===== config.mk =====
export PLATFORM = sky130hd
export DESIGN_NAME = sio_xcvr
export DESIGN_NICKNAME = d
export VERILOG_FILES = /design/src/rtl/sio_pkg.sv /design/src/rtl/sio_baud.sv /design/src/rtl/sio_tx.sv /design/src/rtl/sio_rx.sv /design/src/rtl/sio_route.sv /design/src/rtl/sio_xcvr.sv
export SDC_FILE = /design/constraint.sdc
export NUM_CORES = 1
export LEC_CHECK = 0
export BUFFER_PORTS_ARGS = -buffer_cell sky130_fd_sc_hd__buf_4
export CORE_MARGIN = 5
export CORE_UTILIZATION = 40
export DETAILED_ROUTE_END_ITERATION = 16
export PLACE_DENSITY = 0.68
export SLEW_MARGIN = 20
export SYNTH_ARGS = -nofsm -noshare
export SYNTH_HDL_FRONTEND = slang
export SYNTH_SLANG_ARGS = --single-unit

===== constraint.sdc =====
create_clock -name clk -period 4.5 [get_ports clk]
set_input_delay 0.45 -clock clk [delete_from_list [all_inputs] [get_ports clk]]
set_output_delay 0.45 -clock clk [all_outputs]
set_load 0.005 [all_outputs]

===== src/rtl/sio_pkg.sv =====
package sio_pkg;
  localparam int unsigned OSR    = 16;
  localparam int unsigned OSR_W  = $clog2(OSR);
  localparam int unsigned DATA_W = 9;
  localparam int unsigned IDX_W  = $clog2(DATA_W + 1);

  typedef enum logic [1:0] {
    PH_IDLE  = 2'd0,
    PH_START = 2'd1,
    PH_DATA  = 2'd2,
    PH_STOP  = 2'd3
  } phase_e;

  typedef enum logic [1:0] {
    RT_NORMAL = 2'd0,
    RT_LOOP   = 2'd1,
    RT_SINGLE = 2'd2
  } route_e;
endpackage


===== src/rtl/sio_baud.sv =====
module sio_baud #(
  parameter int unsigned DIV_W = 13
) (
  input  logic             clk,
  input  logic             rst_n,
  input  logic [DIV_W-1:0] div,
  input  logic             run,
  output logic             tick
);
  localparam logic [DIV_W-1:0] ONE = DIV_W'(1);

  logic [DIV_W-1:0] cnt_q, cnt_d;
  logic             gen_on, wrap;

  assign gen_on = (div != '0);
  assign wrap   = (cnt_q >= (div - ONE));
  assign tick   = gen_on & run & wrap;

  always_comb begin
    cnt_d = cnt_q;
    if (!gen_on) begin
      cnt_d = '0;
    end else if (run) begin
      cnt_d = wrap ? '0 : (cnt_q + ONE);
    end
  end

  always_ff @(posedge clk or negedge rst_n) begin
    if (!rst_n) cnt_q <= '0;
    else        cnt_q <= cnt_d;
  end
endmodule


===== src/rtl/sio_tx.sv =====
module sio_tx
  import sio_pkg::*;
(
  input  logic              clk,
  input  logic              rst_n,
  input  logic              run,
  input  logic              can_start,
  input  logic              tick,
  input  logic              nine,
  input  logic              in_valid,
  input  logic [DATA_W-1:0] in_data,
  output logic              in_ready,
  output logic              line,
  output logic              busy
);
  localparam logic [OSR_W-1:0] SUB_LAST = OSR_W'(OSR - 1);
  localparam logic [OSR_W-1:0] SUB_ONE  = OSR_W'(1);
  localparam logic [IDX_W-1:0] IDX_ONE  = IDX_W'(1);
  localparam logic [IDX_W-1:0] LAST9    = IDX_W'(DATA_W - 1);
  localparam logic [IDX_W-1:0] LAST8    = IDX_W'(DATA_W - 2);

  phase_e             ph_q, ph_d;
  logic [OSR_W-1:0]   sub_q, sub_d;
  logic [IDX_W-1:0]   idx_q, idx_d, idx_last;
  logic [DATA_W-1:0]  sh_q, sh_d;
  logic               nine_q, nine_d;
  logic               line_q, line_d;

  assign in_ready = (ph_q == PH_IDLE) & can_start;
  assign busy     = (ph_q != PH_IDLE);
  assign line     = line_q;
  assign idx_last = nine_q ? LAST9 : LAST8;

  always_comb begin
    ph_d   = ph_q;
    sub_d  = sub_q;
    idx_d  = idx_q;
    sh_d   = sh_q;
    nine_d = nine_q;
    case (ph_q)
      PH_IDLE: begin
        if (in_valid && in_ready) begin
          ph_d   = PH_START;
          sub_d  = '0;
          idx_d  = '0;
          sh_d   = in_data;
          nine_d = nine;
        end
      end
      PH_START: begin
        if (tick) begin
          sub_d = sub_q + SUB_ONE;
          if (sub_q == SUB_LAST) ph_d = PH_DATA;
        end
      end
      PH_DATA: begin
        if (tick) begin
          sub_d = sub_q + SUB_ONE;
          if (sub_q == SUB_LAST) begin
            sh_d = sh_q >> 1;
            if (idx_q == idx_last) ph_d = PH_STOP;
            else                   idx_d = idx_q + IDX_ONE;
          end
        end
      end
      default: begin
        if (tick) begin
          sub_d = sub_q + SUB_ONE;
          if (sub_q == SUB_LAST) ph_d = PH_IDLE;
        end
      end
    endcase

    case (ph_d)
      PH_START: line_d = 1'b0;
      PH_DATA:  line_d = sh_d[0];
      default:  line_d = 1'b1;
    endcase
  end

  always_ff @(posedge clk or negedge rst_n) begin
    if (!rst_n) begin
      ph_q   <= PH_IDLE;
      sub_q  <= '0;
      idx_q  <= '0;
      sh_q   <= '0;
      nine_q <= 1'b0;
      line_q <= 1'b1;
    end else if (run) begin
      ph_q   <= ph_d;
      sub_q  <= sub_d;
      idx_q  <= idx_d;
      sh_q   <= sh_d;
      nine_q <= nine_d;
      line_q <= line_d;
    end
  end
endmodule


===== src/rtl/sio_rx.sv =====
module sio_rx
  import sio_pkg::*;
(
  input  logic              clk,
  input  logic              rst_n,
  input  logic              run,
  input  logic              tick,
  input  logic              nine,
  input  logic              line_in,
  output logic [DATA_W-1:0] out_data,
  output logic              out_valid,
  output logic              out_ferr
);
  localparam logic [OSR_W-1:0] SUB_LAST = OSR_W'(OSR - 1);
  localparam logic [OSR_W-1:0] SUB_MID  = OSR_W'(OSR / 2 - 1);
  localparam logic [OSR_W-1:0] SUB_ONE  = OSR_W'(1);
  localparam logic [IDX_W-1:0] IDX_ONE  = IDX_W'(1);
  localparam logic [IDX_W-1:0] LAST9    = IDX_W'(DATA_W - 1);
  localparam logic [IDX_W-1:0] LAST8    = IDX_W'(DATA_W - 2);

  logic               s1_q, s2_q, prev_q;
  phase_e             ph_q, ph_d;
  logic [OSR_W-1:0]   sub_q, sub_d;
  logic [IDX_W-1:0]   idx_q, idx_d, idx_last;
  logic [DATA_W-1:0]  sh_q, sh_d;
  logic [DATA_W-1:0]  data_q, data_d;
  logic               nine_q, nine_d;
  logic               ferr_q, ferr_d;
  logic               valid_q, valid_d;

  assign out_data  = data_q;
  assign out_valid = valid_q;
  assign out_ferr  = ferr_q;
  assign idx_last  = nine_q ? LAST9 : LAST8;

  // two-flop synchronizer, always running
  always_ff @(posedge clk or negedge rst_n) begin
    if (!rst_n) begin
      s1_q <= 1'b1;
      s2_q <= 1'b1;
    end else begin
      s1_q <= line_in;
      s2_q <= s1_q;
    end
  end

  always_comb begin
    ph_d    = ph_q;
    sub_d   = sub_q;
    idx_d   = idx_q;
    sh_d    = sh_q;
    data_d  = data_q;
    nine_d  = nine_q;
    ferr_d  = ferr_q;
    valid_d = 1'b0;
    case (ph_q)
      PH_IDLE: begin
        if (prev_q && !s2_q) begin
          ph_d  = PH_START;
          sub_d = '0;
        end
      end
      PH_START: begin
        if (tick) begin
          if (sub_q == SUB_MID) begin
            sub_d = '0;
            if (!s2_q) begin
              ph_d   = PH_DATA;
              idx_d  = '0;
              nine_d = nine;
            end else begin
              ph_d = PH_IDLE;
            end
          end else begin
            sub_d = sub_q + SUB_ONE;
          end
        end
      end
      PH_DATA: begin
        if (tick) begin
          if (sub_q == SUB_LAST) begin
            sub_d = '0;
            sh_d  = {s2_q, sh_q[DATA_W-1:1]};
            if (idx_q == idx_last) ph_d = PH_STOP;
            else                   idx_d = idx_q + IDX_ONE;
          end else begin
            sub_d = sub_q + SUB_ONE;
          end
        end
      end
      default: begin
        if (tick) begin
          if (sub_q == SUB_LAST) begin
            sub_d   = '0;
            ph_d    = PH_IDLE;
            valid_d = 1'b1;
            ferr_d  = !s2_q;
            data_d  = nine_q ? sh_q : {1'b0, sh_q[DATA_W-1:1]};
          end else begin
            sub_d = sub_q + SUB_ONE;
          end
        end
      end
    endcase
  end

  always_ff @(posedge clk or negedge rst_n) begin
    if (!rst_n) begin
      prev_q <= 1'b1;
      ph_q   <= PH_IDLE;
      sub_q  <= '0;
      idx_q  <= '0;
      sh_q   <= '0;
      data_q <= '0;
      nine_q <= 1'b0;
      ferr_q <= 1'b0;
    end else if (run) begin
      prev_q <= s2_q;
      ph_q   <= ph_d;
      sub_q  <= sub_d;
      idx_q  <= idx_d;
      sh_q   <= sh_d;
      data_q <= data_d;
      nine_q <= nine_d;
      ferr_q <= ferr_d;
    end
  end

  // strobe is not held by the freeze enable so it never stretches
  always_ff @(posedge clk or negedge rst_n) begin
    if (!rst_n) valid_q <= 1'b0;
    else        valid_q <= valid_d;
  end
endmodule


===== src/rtl/sio_route.sv =====
module sio_route
  import sio_pkg::*;
(
  input  logic loop_sel,
  input  logic src_sel,
  input  logic tx_line,
  input  logic tx_busy,
  input  logic rxd,
  input  logic pad_in,
  output logic rx_line,
  output logic pad_out,
  output logic pad_oe
);
  route_e mode;

  always_comb begin
    if (!loop_sel)     mode = RT_NORMAL;
    else if (!src_sel) mode = RT_LOOP;
    else               mode = RT_SINGLE;

    case (mode)
      RT_LOOP:   rx_line = tx_line;
      RT_SINGLE: rx_line = pad_in;
      default:   rx_line = rxd;
    endcase

    pad_oe = (mode == RT_SINGLE) ? tx_busy : 1'b1;
  end

  assign pad_out = tx_line;
endmodule


===== src/rtl/sio_xcvr.sv =====
module sio_xcvr
  import sio_pkg::*;
#(
  parameter int unsigned DIV_W = 13
) (
  input  logic              clk,
  input  logic              rst_n,
  input  logic [DIV_W-1:0]  cfg_div,
  input  logic              cfg_loop,
  input  logic              cfg_rsel,
  input  logic              cfg_nine,
  input  logic              cfg_wfrz,
  input  logic              wait_i,
  input  logic [DATA_W-1:0] tx_data,
  input  logic              tx_valid,
  output logic              tx_ready,
  output logic [DATA_W-1:0] rx_data,
  output logic              rx_valid,
  output logic              rx_ferr,
  input  logic              rxd_i,
  input  logic              txd_pin_i,
  output logic              txd_o,
  output logic              txd_oe
);
  logic [1:0] rst_pipe_q;
  logic       rst_int_n;
  logic       run, tick, can_start;
  logic       tx_line, tx_busy, rx_line;

  // asynchronous assertion, synchronous release
  always_ff @(posedge clk or negedge rst_n) begin
    if (!rst_n) rst_pipe_q <= '0;
    else        rst_pipe_q <= {rst_pipe_q[0], 1'b1};
  end
  assign rst_int_n = rst_pipe_q[1];

  assign run       = !(cfg_wfrz && wait_i);
  assign can_start = run && (cfg_div != '0);

  sio_baud #(.DIV_W(DIV_W)) u_baud (
    .clk   (clk),
    .rst_n (rst_int_n),
    .div   (cfg_div),
    .run   (run),
    .tick  (tick)
  );

  sio_tx u_tx (
    .clk       (clk),
    .rst_n     (rst_int_n),
    .run       (run),
    .can_start (can_start),
    .tick      (tick),
    .nine      (cfg_nine),
    .in_valid  (tx_valid),
    .in_data   (tx_data),
    .in_ready  (tx_ready),
    .line      (tx_line),
    .busy      (tx_busy)
  );

  sio_route u_route (
    .loop_sel (cfg_loop),
    .src_sel  (cfg_rsel),
    .tx_line  (tx_line),
    .tx_busy  (tx_busy),
    .rxd      (rxd_i),
    .pad_in   (txd_pin_i),
    .rx_line  (rx_line),
    .pad_out  (txd_o),
    .pad_oe   (txd_oe)
  );

  sio_rx u_rx (
    .clk       (clk),
    .rst_n     (rst_int_n),
    .run       (run),
    .tick      (tick),
    .nine      (cfg_nine),
    .line_in   (rx_line),
    .out_data  (rx_data),
    .out_valid (rx_valid),
    .out_ferr  (rx_ferr)
  );
endmodule


### Word level (Yosys, flattened, before mapping)

Index checks and enable logic that the tools add are counted.

| word-level totals | value |
|---|---|
| register bits after elaboration | 70 |

| cells by class | value |
|---|---|
| add/sub/neg operators | 6 |
| magnitude comparators | 1 |
| equal/unequal tests | 26 |
| mux-type cells | 57 |
| bitwise gates (word level) | 6 |
| reductions and logical operators | 26 |

Operators with widths:

| cell | number |
|---|---|
| $mux 4 | 19 |
| $mux 13 | 3 |
| $mux 2 | 19 |
| $mux 9 | 4 |
| $pmux 4 s2 | 3 |
| $pmux 9 s2 | 1 |
| $add 4x1->4 const B | 4 |
| $ne 2x2->1 const B | 8 |
| $add 13x1->13 const B | 1 |
| $ge 13x13->1 | 1 |
| $reduce_bool 13->1 | 1 |
| $sub 13x1->13 const B | 1 |
| $pmux 2 s3 | 2 |
| $reduce_and 4->1 | 3 |
| $ne 2x1->1 const B | 5 |
| $reduce_and 5->1 | 2 |
| $reduce_bool 2->1 | 5 |
| $reduce_and 9->1 | 1 |
| $eq 2x1->1 const B | 4 |
| $eq 2x2->1 const B | 4 |
| $eq 4x4->1 | 2 |
| $eq 4x4->1 const B | 2 |
| $reduce_and 8->1 | 1 |
| $reduce_and 3->1 | 2 |
| 11 further kinds | 24 |

### Longest topological paths before layout

Gate-level depths: netlist (run 1).

| logic depth | value |
|---|---|
| word-level depth | 9 |
| mapped depth | 15 |
| depth with buffers taken out | 13 |

### Cells and area by module

Synthesis (run 1) repeated with hierarchy kept, for this count alone.

| unflattened totals | value |
|---|---|
| cell total of the unflattened synthesis | 432 |
| area total of the unflattened synthesis | 4309.1 um^2 |

By module, submodules not included:

| module | instances | cells an instance | area each (um^2) |
|---|---|---|---|
| sio_rx | 1 | 142 | 1634.1 |
| sio_baud | 1 | 147 | 1273.7 |
| sio_tx | 1 | 129 | 1271.2 |
| sio_xcvr | 1 | 9 | 96.3 |
| sio_route | 1 | 5 | 33.8 |

### Worst setup path after synthesis (run 1)

Ideal clock, no wire load.

| timing path | value |
|---|---|
| kind | input port to flip-flop |
| start point | input port cfg_div[0] |
| end point | register u_rx.sh_q[0] |
| arrival time | 3836 ps |
| path slack | 539 ps |
| stages | 14 |
| buffers on the path | 1 |
| cell sequence | nor3_1 -> nor3b_1 -> nand2_1 -> or2_2 -> nor4_1 -> xnor2_1 -> ha_1 -> nand4_1 -> nor4_2 -> and2_1 -> clkbuf_1 -> o211ai_2 -> nor3_2 -> mux2_2 |

| between the ends | value |
|---|---|
| word-level cells in the longest chain between the ends | 4 |

RTL lines:

| item | RTL line | source |
|---|---|---|
| start: declaration | sio_xcvr.sv:8 | `input logic [DIV_W-1:0] cfg_div,` |
| $sub 13x1->13 or $reduce_bool 13->1 (tied branches) | sio_baud.sv:16, sio_baud.sv:15 |  |
| $ge 13x13->1 or $and 1x1->1 (tied branches) | sio_baud.sv:16, sio_baud.sv:17 |  |
| $and 1x1->1 * | sio_baud.sv:17 | `assign tick = gen_on & run & wrap;` |
| $reduce_and 4->1 (no source line) * | n/a |  |
| end signal: assignment | sio_rx.sv:113 | `sh_q <= '0;` |
| end signal: assignment | sio_rx.sv:122 | `sh_q <= sh_d;` |
| end: declaration | sio_rx.sv:25 | `logic [DATA_W-1:0] sh_q, sh_d;` |

Mark *: on every way between the ends. The rest lies on a longest branch, timed or not.
A chain may end at the register's enable or synchronous reset.

### Final worst setup path (run 1)

| timing path | value |
|---|---|
| start point | input port cfg_div[0] |
| end point | register u_rx.ph_q[1] |

| between the ends | value |
|---|---|
| word-level cells in the longest chain between the ends | 5 |

RTL lines:

| item | RTL line | source |
|---|---|---|
| $sub 13x1->13 or $reduce_bool 13->1 (tied branches) | sio_baud.sv:16, sio_baud.sv:15 |  |
| $ge 13x13->1 or $and 1x1->1 (tied branches) | sio_baud.sv:16, sio_baud.sv:17 |  |
| $and 1x1->1 * | sio_baud.sv:17 |  |
| $ne 2x2->1 (no source line) or $reduce_bool 2->1 (tied branches) | n/a |  |
| $reduce_and 9->1 (no source line) * | n/a |  |
| end signal: assignment | sio_rx.sv:119 | `ph_q <= ph_d;` |
| end: declaration | sio_rx.sv:22 | `phase_e ph_q, ph_d;` |

Marked as above.

==> impl_metrics.toml, run 1 <==
[setup_path]
crit_chain = "buf_4, nor3_1, nor3b_1, nand2_1, or2_2, nor4_1, xnor2_1, ha_1, nand4_1, nor4_2, nand2_1, a2111oi_0, o211ai_1, a2bb2oi_1"
worst-setup-path-type = "in2reg"
start_kind = "input port"
cpMostUsedCell = "nand2_1"
required_ns = 4.72
slowest_stage = "a2111oi_0"
arrival_ns = 4.15
max_stage_delay_ns = 0.63
cp_max_fo = 8
critPathCaptureType = "register"

[power]
intPower_mw = 1.209
vdd_drop_max_uv = 253.2
combPwrFrac_pct = 21.1
p_seq_share_pct = 46.5
powerDensity_mw_per_mm2 = 360.3
p_leak_nw = 2.156
p_sw_uw = 518.1
p_clk_share_pct = 32.5
swShare_pct = 29.99

[synthesis]
synth-main-ff-cell = "dfrtp_1"
syn_inst = 413
synth_edf_count = 0
synthArstFlopShare_pct = 100.0
synth-simple-area-share_pct = 17.09
synth_compound_area_share_pct = 18.48
ys_ff_latch = 70
synthXorXnorAreaFrac_pct = 2.596
synth-seq-area-share_pct = 43.39
synth.distinct_cells = 58
synth_mux_area_share_pct = 7.849
synth_top_family_by_area = "compound AO/OA/AOI/OAI gates"
syn_nets = 468
yosysWarningCount = 0
synthAdderAreaFrac_pct = 7.108
synth.avg_cell_area_um2 = 9.804
syn_area_mm2 = 0.004049

[drt]
wl_per_cell_um = 14.77
drtIter0Drc = 189
drt_wl_total_mm = 8.905
dr.max_layer_used = "met4"
firstDrtPassIters = 4
ant_nets = 0
vias = 3279
vias_per_cell = 5.438
wl_met1_mm = 4.201
route.met2.wl_mm = 4.116
wl_met3_um = 512
drc_errors = 0

[place]
numPlacedInstances = 586
hpwlAfterDp_mm = 6.618
place.gp.congestion = 0.8332
portBuffers = 45

[sta]
max_freq_ghz = 0.2549
clock_skew_ns = 0.01131
rsz0062_at_grt = "no"
worstMarginPinSlew_ns = 0.6618
setup_viol = 0
period_share_pct = 87.17
slew_viol_final = 0
slew_headroom_pct = 55.74
hold_ws_ns = 0.2850
final.min_clock_period_ns = 3.923
hold_viol = 0
tns_ns = 0

[clock_network]
htreeDepth = 3
cts.path.max_buffers = 2
path_clk_slew_ns = 0.08
cts_tree = "done"
clock_latency_ns = 0.34
postCtsSetupBuffers = 0
numCtsBuffers = 9
clkSinkCount = 70
clockRootBuffer = "clkbuf_8"

[grt]
grt_pass1_wl_mm = 15.24
grt_pass1_vias = 3229
track_usage_pct = 14.87
antenna_found_initial = 0
grt_max_degree = 41
grt-ovfl-total = 0

[die]
coreArea_mm2 = 0.009819
start_util_pct = 41.23
fp.dieH_um = 110.6
rows = 36
io-pin-count = 46
die_area_mm2 = 0.01223
die_w_um = 110.6

[run]
drv_cap = 0

[layout]
area_growth_syn_to_layout_pct = 18.42
final_nets = 520
diodes = 0
final_cells = 603
drive_gt1_share_pct = 21.91
finalCoreUtilization_pct = 48.83

[hold_path]
worstHoldPathType = "reg2async"

[status]
outcome = "completed"
[Yosys cell counts (3+ instances only)]
cell      count  area share (%)
a211oi_1      3            0.56
a21o_1        7             1.3
a21oi_1      28             3.5
a22o_1        9             1.9
a31oi_1       4            0.62
a41o_1        3            0.74
and2_1        3            0.46
and3_1        5            0.77
clkbuf_1     10            0.93
dfrtp_1      66              41
dfstp_2       4             2.6
ha_1         23             7.1
inv_1        18             1.7
mux2_2       14             3.9
mux2i_1      16             4.0
nand2_1      40             3.7
nand2b_1      4            0.62
nand3_1      16             2.0
nand4_1       3            0.46
nor2_1       26             2.4
nor2b_1       3            0.46
nor3_1        9             1.1
nor4_1        5            0.77
o211ai_1      3            0.56
o21ai_0      23             2.8
o22ai_1       4            0.62
o31ai_1       8             1.5
or2_2         4            0.62
or3_1         4            0.62
or4_1         5            0.93
xnor2_1       9             1.9
xor2_1        3            0.65
[layout by cell type (no fill, tap or decap), types with 3 or more instances in the layout]
cell and count:
buf_4 54, a211oi_1 3, or3_1 4, nand4_1 3
nor4_1 5, and2_1 3, a41o_1 3, o211ai_1 3
inv_1 18, dfrtp_1 65, o21ai_0 23, o31ai_1 8
nand2b_1 4, ha_1 23, nand2_1 40, a21o_1 7
a31oi_1 3, xor2_1 3, and3_1 5, or2_2 4
or4_1 5, nand3_1 16, nor2_1 26, mux2_2 14
dfstp_2 4, nor2b_1 3, o22ai_1 4, a22o_1 9
a21oi_1 28, xnor2_1 9, clkbuf_8 9, mux2i_1 16
nor3_1 9
[path summary, 6_finish.rpt]
check / startpoint / to / slack, ns / depth (start not counted)
max: cfg_div[0] / u_rx.ph_q[1] / 0.58 / 14
min reg2reg: rst_pipe_q[1] / u_rx.ph_q[1] / 0.28 / 0
max reg2reg: u_baud.cnt_q[11] / u_rx.ph_q[1] / 1.74 / 7
min in group clk: cfg_loop / u_rx.s1_q / 0.29 / 2
min: rst_pipe_q[1] / u_rx.ph_q[1] / 0.28 / 0
max in group asynchronous: rst_pipe_q[1] / u_rx.prev_q / 3.25 / 1
[stage by stage]
step | worst slack [ns] | total power, mW | instance area [um^2]
floorplan | 0.5389 | 1.040 | 4049
global placement | 0.3741 | 1.157 | 4559
detailed placement | 0.2510 | 1.184 | 4559
CTS | 0.5930 | 1.747 | 4788
global route | 0.2397 | 1.840 | 4795
finish | 0.5772 | 1.727 | 4795
[worst max-delay path, delay by kind of cell]
| kind | cells | cell delay, ns |
|---|---|---|
| AOI/OAI and AO/OA | 3 | 1.04 |
| xor gates and xnor gates | 1 | 0.12 |
| adders and majority gates | 1 | 0.30 |
| buffers and inverters | 1 | 0.11 |
| and+or+nand+nor | 8 | 2.11 |
[final cells by class]
| class | count | area [um^2] |
|---|---|---|
| inverters | 18 | 67.56 |
| clock buffers | 9 | 123.9 |
| repair buffers | 55 | 415.4 |
| flip-flops and latches | 70 | 1758 |
| fillers | 948 | 5025 |
| clock inverters | 7 | 95.09 |
| multi-input cells | 311 | 2168 |
| well taps | 133 | 166.4 |
[per-layer routing]
metal,vias to the layer above,global-route usage (%)
met5,-,0
met4,0,4.516
met3,5,3.611
met2,79,23.54
met1,1570,20.16
li1,1625,-
[state kept, by name, summed over array words and instances, names as in the netlist, 2 cells and up]
signal and flops:
u_baud.cnt_q 13, u_rx.sh_q 9, u_rx.out_data 9, u_rx.sub_q 4, u_rx.ph_q 2, u_tx.idx_q 4
u_tx.sub_q 4, u_tx.sh_q 9, rst_pipe_q 2, u_tx.ph_q 2, u_rx.idx_q 4
[power by group through the flow]
stage,logic (mW),registers [mW],clock network [mW]
global route,0.416,0.820,0.605
detailed placement,0.369,0.815,0
global placement,0.346,0.811,0
CTS,0.369,0.804,0.574
floorplan,0.240,0.800,0
finish,0.364,0.803,0.561
[kinds of logic (layout without fill, tap and decap cells)]
group,Yosys count,in the layout
mux,30,30
fa+ha+maj,23,23
compound gates,109,109
other cells,1,1
xor+xnor,12,12
buf+inv,32,89
simple gates,136,136
flops,70,70
[repair_timing]
| action | CTS | global route |
|---|---|---|
| hold endpoints to repair | 2 | 0 |
| hold buffers | 1 | 0 |
| gates resized for setup | 0 | 0 |
Note: power is estimated with default switching activity, not from simulation.
==> inputs of run 2 (changes only) <==
Settings changed: CORE_ASPECT_RATIO set to 1.2, PLACE_DENSITY 0.68 to 0.55.
==> impl_metrics.toml, run 2 (same netlist as run 1, synthesis figures left out) <==
[grt]
grt_max_degree = 41
grt-ovfl-total = 0
antenna_found_initial = 0
grt_pass1_vias = 3352
track_usage_pct = 16.31
grt_pass1_wl_mm = 15.94

[clock_network]
path_clk_slew_ns = 0.06
cts_tree = "done"
postCtsSetupBuffers = 0
clock_latency_ns = 0.33
htreeDepth = 3
hold_buffers = 1
numCtsBuffers = 9
ctsResizeCount = 0
clkSinkCount = 70
clockRootBuffer = "clkbuf_16"
cts.path.max_buffers = 2

[run]
drv_cap = 0

[drt]
drt_wl_total_mm = 9.210
wl_met1_mm = 4.286
wl_per_cell_um = 15.40
dr.max_layer_used = "met4"
route.met2.wl_mm = 4.227
vias = 3288
drtIter0Drc = 193
firstDrtPassIters = 4
drc_errors = 0
ant_nets = 0
vias_per_cell = 5.498
wl_met3_um = 468

[place]
place.gp.congestion = 0.8382
pre_cts_slack_ns = 0.2071
portBuffers = 45
placed_area_mm2 = 0.004572
hpwlAfterDp_mm = 6.641

[layout]
regMostFlops = "u_baud.cnt_q"
final_nets = 522
finalCoreUtilization_pct = 49.72
area_growth_syn_to_layout_pct = 22.31
diodes = 0
largest_reg_flops = 13
layout_common_cells = "65 x dfrtp_1, 56 x buf_4, 40 x nand2_1"
fillers = 910
final_area_mm2 = 0.004952
final_common_cell = "dfrtp_1"
drive_gt1_share_pct = 22.25

[power]
power_mw = 2.041
powerDensity_mw_per_mm2 = 412.1
vdd_drop_max_uv = 287.9
p_leak_nw = 2.233

[setup_path]
required_ns = 4.71
slowest_stage = "a2111oi_0"
cp_max_fo = 9
arrival_ns = 4.16
cpMostUsedCell = "nand2_1"
worst-setup-path-type = "in2reg"
start_kind = "input port"
crit_chain = "buf_4, nor3_1, nor3b_1, nand2_1, or2_2, nor4_1, xnor2_1, ha_1, nand4_1, nor4_2, nand2_1, a2111oi_0, o211ai_1, a2bb2oi_1"
max_stage_delay_ns = 0.65
critPathCaptureType = "register"

[die]
start_util_pct = 40.65
coreArea_mm2 = 0.009960
io-pin-count = 46
fp.dieH_um = 120.2
rows = 40
die_w_um = 101.8
die_area_mm2 = 0.01224

[sta]
tns_ns = 0
slew_headroom_pct = 53.82
clock_skew_ns = 0.004708
hold_viol = 0
setup_viol = 0
worstMarginPinSlew_ns = 0.6905
rsz0062_at_grt = "no"
max_freq_ghz = 0.2528
fin_ws_ns = 0.5450
period_share_pct = 87.89
final.min_clock_period_ns = 3.955
slew_viol_final = 0

[status]
outcome = "completed"

[hold_path]
worstHoldPathType = "in2reg"
run 2: cell count changes in the layout (fill, tap and decap cells not counted):
cell and change:
bufinv_16 +2, buf_4 +2, clkinv_2 -2, inv_6 -1, clkbuf_8 -9, clkbuf_16 +9, clkinv_4 +1
run 2: worst paths after layout:
kind | cells after the start | to | start | slack (ns)
worst max-delay path | 14 | u_rx.ph_q[1] | cfg_div[0] | 0.54
worst min-delay path | 2 | u_rx.s1_q | cfg_loop | 0.27
worst max register to register | 7 | u_rx.ph_q[1] | u_baud.cnt_q[3] | 1.77
worst min register to register | 0 | u_tx.sh_q[0] | rst_pipe_q[1] | 0.29
max in group asynchronous | 1 | u_rx.prev_q | rst_pipe_q[1] | 3.24
min in group asynchronous | 0 | u_tx.sh_q[0] | rst_pipe_q[1] | 0.29
run 2: report_power, final:
part           total, mW  leakage, nW  switching, mW  internal, mW
clock              0.873        0.176          0.273         0.600
sequential         0.804        0.898         0.0798         0.724
combinational      0.364         1.16          0.192         0.172
total               2.04         2.23          0.545          1.50
run 2: critical path, delay by kind of cell:
| kind | cells | cell delay (ns) |
|---|---|---|
| XOR/XNOR | 1 | 0.12 |
| buffers and inverters | 1 | 0.11 |
| AO/OA/AOI/OAI | 3 | 1.04 |
| AND/OR/NAND/NOR | 8 | 2.14 |
| adder cells (fa/ha/maj) | 1 | 0.30 |
run 2: metal layers:
metal / global-route usage, % / vias up
li1: - / 1632
met1: 21.92 / 1542
met2: 25.12 / 92
met3: 2.943 / 22
met4: 8.121 / 0
met5: 0 / -
run 2: final cells by class:
class	instances	area, um^2	share of cell area [%]
clock buffers	9	225.2	4.548
inverters	18	67.56	1.364
repair buffers	57	430.4	8.691
well taps	126	157.7	3.183
multi-input cells	311	2168	43.78
clock inverters	7	145.1	2.931
flip-flops and latches	70	1758	35.50
run 2: stage by stage:
step,instances,hold WS [ns]
floorplan,413,0.1544
global placement,581,0.2359
detailed placement,581,0.2369
CTS,598,0.2595
global route,598,0.2684
finish,598,0.2735
==> inputs of run 3 (changes only) <==
Settings changed: GPL_TIMING_DRIVEN set to 0, SLEW_MARGIN 20 to not set, SYNTH_HIERARCHICAL set to 1.
==> impl_metrics.toml, run 3 <==
[drt]
firstDrtPassIters = 4
drt_wl_total_mm = 9.666
drtIter0Drc = 141
vias = 3524
vias_per_cell = 5.620
drc_errors = 0
wl_per_cell_um = 15.42
ant_nets = 0

[power]
powerDensity_mw_per_mm2 = 432.5
intPower_mw = 1.560
p_leak_nw = 2.337
p_clk_share_pct = 34.3
combPwrFrac_pct = 26.5
p_sw_uw = 695.8
power_mw = 2.256
vdd_drop_max_uv = 184.7
p_seq_share_pct = 39.3
swShare_pct = 30.84

[synthesis]
yosysMostFrequentCell = "dfrtp_1"
syn_nets = 483
yosysWarningCount = 6
syn_inst = 432
syn_area_mm2 = 0.004309
synth_compound_area_share_pct = 18.23
synth-simple-area-share_pct = 20.88
synthAdderAreaFrac_pct = 5.517
synth.avg_cell_area_um2 = 9.975
synth-seq-area-share_pct = 40.77
yosysTopAreaCellShare_pct = 38.33
synth_top_family_by_area = "simple AND/OR/NAND/NOR gates"
synthArstFlopShare_pct = 100.0
synth_mux_area_share_pct = 8.130
synthXorXnorAreaFrac_pct = 2.642
synth_area_leaders = "dfrtp_1 38%, ha_1 5.5%, mux2_2 5.0%"
ys_ff_latch = 70
synth.distinct_cells = 77
synthTopCellsByCount = "66 x dfrtp_1, 45 x nand2_1, 30 x o21ai_0"
yosysTopAreaCell = "dfrtp_1"
synth_edf_count = 0
synth-main-ff-cell = "dfrtp_1"

[sta]
final.min_clock_period_ns = 4.047
hold_ws_ns = 0.2593
period_share_pct = 89.93
hold_viol = 0
worstMarginPinSlew_ns = 0.6492
fin_ws_ns = 0.4531
slew_headroom_pct = 56.72
rsz0062_at_grt = "no"
clock_skew_ns = 0.007620
setup_viol = 0
max_freq_ghz = 0.2471
slew_viol_final = 0

[setup_path]
rrSetupSlack_ns = 1.41
worst-setup-path-type = "in2reg"
crit_chain = "buf_4, inv_1, ha_1, or3b_4, nor3_2, nand2_1, xor2_1, ha_1, and4_1, o2111a_1, nand2_1, a211oi_4, buf_4, nand4_1, nor3_1, mux2_2"
cp_num_buf_inv = 3
slowest_stage = "or3b_4"
cp_max_fo = 8
arrival_ns = 4.25
worstReg2RegEnd = "u_rx/out_ferr"
required_ns = 4.71
critPathCaptureType = "register"
r2r_cells = 11
r2r-start = "u_baud/cnt_q[8]"
cp_top_family = "simple AND/OR/NAND/NOR gates"
max_stage_delay_ns = 0.42
start_kind = "input port"
cp.depth = 16

[die]
io-pin-count = 46
fp.dieH_um = 123.7
coreArea_mm2 = 0.01052
die_w_um = 104.8
die_area_mm2 = 0.01296
start_util_pct = 40.98
rows = 41

[place]
hpwlAfterDp_mm = 7.266
numPlacedInstances = 607
placed_area_mm2 = 0.004832
pre_cts_slack_ns = -0.9049
place.gp.congestion = 0.8158
portBuffers = 45

[layout]
final_cells = 627
final_area_mm2 = 0.005216
diodes = 0
regMostFlops = "u_baud/cnt_q"
final_nets = 544
final_common_cell = "dfrtp_1"
area_growth_syn_to_layout_pct = 21.05
drive_gt1_share_pct = 25.10
largest_reg_flops = 13
layout_common_cells = "65 x dfrtp_1, 51 x buf_4, 45 x nand2_1"

[grt]
grt_pass1_vias = 3369
grt_use_met2_pct = 25.08
grt_pass1_wl_mm = 16.11
met1_usage_pct = 19.88
top_usage_layer = "met2"
track_usage_pct = 15.31
use_met3_pct = 4.355
antenna_found_initial = 0
grt-ovfl-total = 0
grt_max_degree = 43

[clock_network]
clkSinkCount = 70
path_clk_slew_ns = 0.05
htreeDepth = 3
cts_tree = "done"
clockRootBuffer = "clkbuf_16"
numCtsBuffers = 9
cts.path.max_buffers = 2
clock_latency_ns = 0.33

[status]
outcome = "completed"

[hold_path]
worstHoldPathType = "reg2async"

[run]
drv_cap = 0
==> run 3: worst reg2reg max path: stages, from the launching register on <==
cell and delay, ns:
dfrtp_1 0.46, ha_1 0.34, and3_1 0.17, a221o_1 0.37
a21oi_2 0.29, buf_4 0.24, a211oi_4 0.09, buf_4 0.18
and4_1 0.24, nand4_1 0.12, clkbuf_1 0.34, o21ai_0 0.14
==> run 3: final cells by class <==
cell class	instances	area, um^2
Fill cell	990	5300
Multi-Input combinational cell	333	2415
Sequential cell	70	1760
Timing Repair Buffer	50	390.4
Clock buffer	13	260.3
Tap cell	129	161.4
Buffer	14	105.1
Clock inverter	3	67.56
Inverter	15	56.30
==> run 3: logic make-up (layout without fill, tap and decap cells) <==
group / Yosys count / in the layout
flip-flops: 70 / 70
multiplexers: 32 / 32
AND/OR/NAND/NOR: 162 / 162
adder cells (fa/ha/maj): 19 / 19
AO/OA/AOI/OAI: 106 / 106
XOR/XNOR: 13 / 13
other: 1 / 1
buffers and inverters: 29 / 95
==> run 3: stage by stage <==
step	setup TNS, ns	utilization (%)
final	0	49.60
after global routing	0	49.60
after CTS	0	49.28
after detailed placement	-27.67	45.95
after global placement	-27.33	45.72
after floorplan	0	-
==> run 3: worst max-delay path by stage <==
stage | from | to | slack, ns
after detailed placement | cfg_div[0] | u_tx/idx_q[3] | -0.90
final | cfg_div[0] | u_rx/sh_q[8] | 0.45
after global placement | cfg_div[0] | u_tx/idx_q[2] | -0.88
after CTS | cfg_div[0] | u_tx/idx_q[3] | 0.06
after global routing | cfg_div[0] | u_rx/idx_q[3] | 0.12
after floorplan | cfg_div[0] | u_tx/sh_q[1] | 0.14
==> run 3: routing by layer <==
layer	part of all wire, %	wire, um
met1	48	4603
met2	47	4548
met3	4.2	409
met4	1.1	104
met5	0	0
==> run 3: what timing repair did <==
item,CTS,global route
hold buffers,1,0
endpoints found under the hold margin,2,0
pin swaps,0,1
gates resized for setup,2,2
buffers inserted,0,3
endpoints found under the setup margin,41,22
==> run 3: power groups by stage <==
stage / Clock [mW] / Sequential (mW) / Combinational (mW)
after detailed placement: 0 / 0.890 / 0.599
after global routing: 0.828 / 0.902 / 0.673
after CTS: 0.796 / 0.885 / 0.600
after floorplan: 0 / 0.853 / 0.460
final: 0.773 / 0.886 / 0.597
after global placement: 0 / 0.897 / 0.571
